## src/rtl/dir_pkg.sv

```systemverilog
package dir_pkg;
    localparam int unsigned DIR_NODES  = 8;
    localparam int unsigned DIR_LINES  = 16;
    localparam int unsigned DIR_DATA_W = 32;
    localparam int unsigned NODE_W     = $clog2(DIR_NODES);
    localparam int unsigned LINE_W     = $clog2(DIR_LINES);

    typedef logic [DIR_NODES-1:0]  node_mask_t;
    typedef logic [NODE_W-1:0]     node_id_t;
    typedef logic [LINE_W-1:0]     line_idx_t;
    typedef logic [DIR_DATA_W-1:0] line_data_t;

    typedef enum logic [1:0] {
        REQ_READ  = 2'd0,
        REQ_WRITE = 2'd1,
        REQ_WBACK = 2'd2
    } req_kind_e;

    typedef enum logic [1:0] {
        RSP_DATA  = 2'd0,
        RSP_OWNER = 2'd1,
        RSP_GRANT = 2'd2
    } rsp_kind_e;

    typedef struct packed {
        node_mask_t present;
        logic       dirty;
        logic       waiting;
        node_id_t   waiter;
    } dir_entry_t;

    function automatic node_mask_t id_to_mask(node_id_t id);
        return node_mask_t'(1) << id;
    endfunction

    function automatic node_id_t mask_to_id(node_mask_t m);
        node_id_t id;
        id = '0;
        for (int i = DIR_NODES - 1; i >= 0; i--) begin
            if (m[i]) id = node_id_t'(i);
        end
        return id;
    endfunction
endpackage

```

## src/rtl/dir_entry_store.sv

```systemverilog
module dir_entry_store
    import dir_pkg::*;
#(
    parameter int unsigned LINES = DIR_LINES,
    parameter int unsigned NODES = DIR_NODES
) (
    input  logic                        clk,
    input  logic                        rst,
    input  line_idx_t                   rd_line,
    output dir_entry_t                  rd_entry,
    input  logic                        wr_en,
    input  line_idx_t                   wr_line,
    input  dir_entry_t                  wr_entry,
    output logic [LINES-1:0][NODES-1:0] all_present,
    output logic [LINES-1:0]            all_dirty,
    output logic [LINES-1:0]            all_waiting
);
    dir_entry_t entry_q [LINES];

    for (genvar g = 0; g < LINES; g++) begin : g_line
        always_ff @(posedge clk) begin
            if (rst) begin
                entry_q[g] <= '0;
            end else if (wr_en && wr_line == line_idx_t'(g)) begin
                entry_q[g] <= wr_entry;
            end
        end
        assign all_present[g] = entry_q[g].present;
        assign all_dirty[g]   = entry_q[g].dirty;
        assign all_waiting[g] = entry_q[g].waiting;
    end

    assign rd_entry = entry_q[rd_line];
endmodule

```

## src/rtl/dir_line_mem.sv

```systemverilog
module dir_line_mem
    import dir_pkg::*;
#(
    parameter int unsigned LINES = DIR_LINES
) (
    input  logic       clk,
    input  logic       we,
    input  line_idx_t  waddr,
    input  line_data_t wdata,
    input  logic       re,
    input  line_idx_t  raddr,
    output line_data_t rdata
);
    line_data_t store_q [LINES];

    always_ff @(posedge clk) begin
        if (we) store_q[waddr] <= wdata;
        if (re) rdata <= store_q[raddr];
    end
endmodule

```

## src/rtl/dir_decide.sv

```systemverilog
module dir_decide
    import dir_pkg::*;
(
    input  req_kind_e  kind,
    input  node_id_t   node,
    input  dir_entry_t cur,
    output logic       ready,
    output dir_entry_t nxt,
    output logic       mem_we,
    output logic       rsp_fire,
    output rsp_kind_e  rsp_kind,
    output node_id_t   rsp_owner,
    output node_mask_t rsp_sharers
);
    node_mask_t self_bit;
    assign self_bit = id_to_mask(node);

    always_comb begin
        nxt         = cur;
        mem_we      = 1'b0;
        rsp_fire    = 1'b0;
        rsp_kind    = RSP_DATA;
        rsp_owner   = '0;
        rsp_sharers = '0;
        ready       = !(cur.waiting && kind != REQ_WBACK);
        case (kind)
            REQ_READ: begin
                rsp_fire = 1'b1;
                if (cur.dirty) begin
                    rsp_kind    = RSP_OWNER;
                    rsp_owner   = mask_to_id(cur.present);
                    nxt.waiting = 1'b1;
                    nxt.waiter  = node;
                end else begin
                    nxt.present = cur.present | self_bit;
                end
            end
            REQ_WRITE: begin
                rsp_fire    = 1'b1;
                rsp_kind    = RSP_GRANT;
                rsp_sharers = cur.present & ~self_bit;
                nxt.present = self_bit;
                nxt.dirty   = 1'b1;
            end
            REQ_WBACK: begin
                mem_we    = 1'b1;
                nxt.dirty = 1'b0;
                if (cur.waiting) begin
                    nxt.present = cur.present | id_to_mask(cur.waiter);
                    nxt.waiting = 1'b0;
                end else begin
                    nxt.present = cur.present & ~self_bit;
                end
            end
            default: ;
        endcase
    end
endmodule

```

## src/rtl/dir_home_ctrl.sv

```systemverilog
module dir_home_ctrl
    import dir_pkg::*;
(
    input  logic        clk,
    input  logic        rst,
    input  logic        req_valid,
    output logic        req_ready,
    input  logic [1:0]  req_kind,
    input  logic [2:0]  req_node,
    input  logic [3:0]  req_line,
    input  logic [31:0] req_data,
    output logic        rsp_valid,
    output logic [1:0]  rsp_kind,
    output logic [2:0]  rsp_node,
    output logic [3:0]  rsp_line,
    output logic [2:0]  rsp_owner,
    output logic [7:0]  rsp_sharers,
    output logic [31:0] rsp_data
);
    dir_entry_t cur_entry, nxt_entry;
    logic       accept, mem_we, fire;
    rsp_kind_e  d_kind;
    node_id_t   d_owner;
    node_mask_t d_sharers;
    logic [DIR_LINES-1:0][DIR_NODES-1:0] dir_present;
    logic [DIR_LINES-1:0]                dir_dirty;
    logic [DIR_LINES-1:0]                dir_waiting;

    dir_entry_store #(.LINES(DIR_LINES), .NODES(DIR_NODES)) u_store (
        .clk(clk), .rst(rst),
        .rd_line(line_idx_t'(req_line)), .rd_entry(cur_entry),
        .wr_en(accept), .wr_line(line_idx_t'(req_line)), .wr_entry(nxt_entry),
        .all_present(dir_present), .all_dirty(dir_dirty), .all_waiting(dir_waiting)
    );

    dir_decide u_decide (
        .kind(req_kind_e'(req_kind)), .node(node_id_t'(req_node)), .cur(cur_entry),
        .ready(req_ready), .nxt(nxt_entry), .mem_we(mem_we), .rsp_fire(fire),
        .rsp_kind(d_kind), .rsp_owner(d_owner), .rsp_sharers(d_sharers)
    );

    assign accept = req_valid && req_ready;

    dir_line_mem #(.LINES(DIR_LINES)) u_mem (
        .clk(clk),
        .we(accept && mem_we), .waddr(line_idx_t'(req_line)), .wdata(line_data_t'(req_data)),
        .re(accept && fire), .raddr(line_idx_t'(req_line)), .rdata(rsp_data)
    );

    always_ff @(posedge clk) begin
        if (rst) begin
            rsp_valid   <= 1'b0;
            rsp_kind    <= '0;
            rsp_node    <= '0;
            rsp_line    <= '0;
            rsp_owner   <= '0;
            rsp_sharers <= '0;
        end else begin
            rsp_valid <= accept && fire;
            if (accept && fire) begin
                rsp_kind    <= d_kind;
                rsp_node    <= req_node;
                rsp_line    <= req_line;
                rsp_owner   <= d_owner;
                rsp_sharers <= d_sharers;
            end
        end
    end
endmodule

```

## config.mk

```make
export PLATFORM = sky130hd
export DESIGN_NAME = dir_home_ctrl
export DESIGN_NICKNAME = d
export VERILOG_FILES = /design/src/rtl/dir_pkg.sv /design/src/rtl/dir_entry_store.sv /design/src/rtl/dir_line_mem.sv /design/src/rtl/dir_decide.sv /design/src/rtl/dir_home_ctrl.sv
export SDC_FILE = /design/constraint.sdc
export NUM_CORES = 1
export LEC_CHECK = 0
export BUFFER_PORTS_ARGS = -buffer_cell sky130_fd_sc_hd__buf_4
export CORE_MARGIN = 4
export CORE_UTILIZATION = 40
export DETAILED_ROUTE_END_ITERATION = 6
export GPL_TIMING_DRIVEN = 1
export PLACE_DENSITY = 0.62
export SLEW_MARGIN = 20
export SYNTH_ARGS = -nofsm -noshare
export SYNTH_HDL_FRONTEND = slang
export SYNTH_SLANG_ARGS = --single-unit
```

## constraint.sdc

```tcl
create_clock -name clk -period 5.6 [get_ports clk]
set_input_delay 0.84 -clock clk [delete_from_list [all_inputs] [get_ports clk]]
set_output_delay 0.84 -clock clk [all_outputs]
set_load 0.02 [all_outputs]
```

==> flow_summary.yaml <==
cells_and_area:
  final_cell_mix: "edfxtp_1 (752), nor2_1 (240), mux4_2 (199), buf_4 (146), clkbuf_16 (84)"
  layout_commonest_cell: "edfxtp_1"
  nets: 1779
  area_growth_pct: 15.2
  drive_gt1_share_pct: 27.7
timing:
  max_slew.worst_pin.slew_ns: 1.12
  timing.setup.tns_ns: 0
  slew_headroom_pct: 25.0
  rsz0062_at_grt: "no"
  slew_viol_final: 0
  max_freq_ghz: 0.253
  period_minus_slack_ns: 3.95
  final_hold_viol_count: 0
  fin_skew_ns: 0.0343
  setup_violations: 0
  post-route-period-util_pct: 70.6
routing:
  wirelength_um: 73600
  wl_per_cell_um: 26.0
  ant_nets: 0
  vias_per_cell: 5.63
  drtPass1Iterations: 6
  drt_iter0_drc: 1865
  num_vias: 15900
  remaining_drc_errors: 0
worst_hold_path:
  hold_path_class: "reg2reg"
  worstHoldPathCells: 2
  min_from: "rsp_node[2]$_SDFFE_PP0P_"
  min_to: "rsp_node[2]$_SDFFE_PP0P_"
pwr:
  total_power_mw: 12.6
  power.density_nw_per_um2: 354
  p_leak_nw: 11.6
  vdd_drop_max_mv: 0.189
synth:
  synth_seq_cells: 773
  yosysTopAreaCell: "edfxtp_1"
  syn-num-nets: 1651
  synth-main-ff-cell: "edfxtp_1"
  yosysUniqueCellTypes: 64
  syn_area_sq_um: 30900
  netlist.area_leader.share_pct: 73.0
  synthTopCellsByArea: "edfxtp_1 (73%), mux4_2 (14%), nor2_1 (3.1%), dfxtp_1 (1.4%), mux4_1 (0.85%)"
  async_flop_share_pct: 0
  syn_avg_cell_area_sq_um: 19.3
  yosysSeqAreaShare_pct: 74.3
  synth_warnings: 0
  netlist_instances: 1603
  synth_edf_count: 752
cts:
  cts_tree: "yes"
  cts_setup_buffers: 0
  htreeDepth: 3
  cts_hold_buf: 0
  post_cts_resized: 0
  cts_buffers: 82
  clock-sinks: 773
  clkTransAtPathRegs_ns: 0.06
  clkLatencyLatePin_ns: 0.63
  clk_path_buf_depth: 3
  clock-root-buffer: "clkbuf_16"
die:
  die_w_um: 286
  num_rows: 101
  ios: 98
  dieArea_sq_um: 81900
  core_sq_um: 76300
  start_util_pct: 40.5
  die_y_um: 286
global_route:
  overflow: 0
  grt_pass1_vias: 16200
  grt_pass1_wl_um: 109000
  grt_max_degree: 74
  grtUsageTotal_pct: 17.9
  grt_antenna_before_repair: 5
critical_path:
  r2r_end: "u_store.entry_q[14][6]$_SDFFCE_PN0P_"
  crit_type: "in2reg"
  cp_max_fo: 69
  r2r_setup_slack_ns: 2.32
  reg2reg_depth: 7
  worst_ep_required_time_ns: 5.93
  start_kind: "input port"
  timing.rr.start: "u_store.entry_q[9][0]$_SDFFCE_PN0P_"
  cp-end-kind: "register"
  arrival_ns: 4.29
  worstSetupStartpoint: "req_line[1]"
placed_design:
  gp_congestion: 0.944
  io_buffers: 97
  post-dp-hpwl_um: 41300
job:
  drv_cap: 0
run_status:
  status: "complete, no violations"
[kinds of logic after synthesis]
family,synth area share (%)
flops,74.3
simple gates,4.74
mux,16.2
compound gates,2.84
buf+inv,1.69
fa+ha+maj,0.162
[where the power goes]
| part | leakage (nW) | switching (mW) | internal (mW) |
|---|---|---|---|
| clock | 1.29 | 2.17 | 3.15 |
| sequential | 7.22 | 0.0320 | 6.45 |
| combinational | 3.11 | 0.504 | 0.303 |
| total | 11.6 | 2.71 | 9.91 |
[layer usage]
metal,GRT usage (%),wire [um]
met1,25.0,30300
met2,28.9,36000
met3,3.57,5510
met4,5.38,1840
met5,0,23
[through the flow]
step | std cells | worst slack, ns | hold slack, ns | util [%] | instance area (sq um)
global placement | 2677 | 1.09 | 0.448 | 43.2 | 33000
floorplan | 1603 | 1.02 | 0.529 | - | 30900
finish | 2829 | 1.65 | 0.469 | 46.7 | 35600
global route | 2827 | 1.51 | 0.490 | 46.7 | 35600
detailed placement | 2677 | 1.06 | 0.457 | 43.2 | 33000
CTS | 2827 | 1.71 | 0.468 | 46.7 | 35600
[worst max-delay path, cell delays in order]
cell and delay (ns):
clkbuf_8 0.55, mux4_1 0.74, mux4_2 0.58, nor2b_1 0.19, a21oi_1 0.14, o21ai_1 0.14
a2111oi_4 0.87, nor2_1 0.13
[cell type report]
type,count,area [sq um]
fill,6357,40700
timing repair buffer,148,1120
clock inverter,41,447
multi-input combinational,717,7540
inverter,9,33.8
clock buffer,109,2210
antenna,2,5.00
tap,1030,1290
sequential,773,23000
[Yosys cell counts, types with 6 or more instances]
| master | number |
|---|---|
| nand2_1 | 56 |
| nand3_1 | 9 |
| dfxtp_1 | 21 |
| nor2b_1 | 11 |
| inv_1 | 8 |
| buf_2 | 32 |
| mux2i_1 | 19 |
| o21ai_0 | 10 |
| edfxtp_1 | 752 |
| mux2_2 | 8 |
| a31o_2 | 8 |
| o21bai_1 | 8 |
| mux4_2 | 199 |
| a22oi_1 | 17 |
| clkbuf_1 | 59 |
| nor2_1 | 256 |
| nand2b_1 | 6 |
| mux4_1 | 10 |
| and2_1 | 7 |
| a21oi_1 | 23 |
[state kept, by name (all words and copies together), names as in the netlist]
signal           flops
rsp_sharers          8
rsp_owner            3
rsp_valid            1
u_mem.rdata         32
rsp_kind             2
rsp_line             4
rsp_node             3
u_store.entry_q    208
u_mem.store_q      512
[worst max-delay path by stage]
stage                                           end  slack (ns)  depth (start not counted)
5_1_grt        u_store.entry_q[12][6]$_SDFFCE_PN0P_        1.51                          9
4_1_cts        u_store.entry_q[14][6]$_SDFFCE_PN0P_        1.71                          9
3_3_place_gp    u_store.entry_q[5][6]$_SDFFCE_PN0P_        1.09                          9
3_5_place_dp   u_store.entry_q[12][6]$_SDFFCE_PN0P_        1.06                          9
2_1_floorplan         u_mem.store_q[6][0]$_DFFE_PP_        1.02                         10
6_report       u_store.entry_q[14][6]$_SDFFCE_PN0P_        1.65                          8
Note: power is estimated with default switching activity, not from simulation.
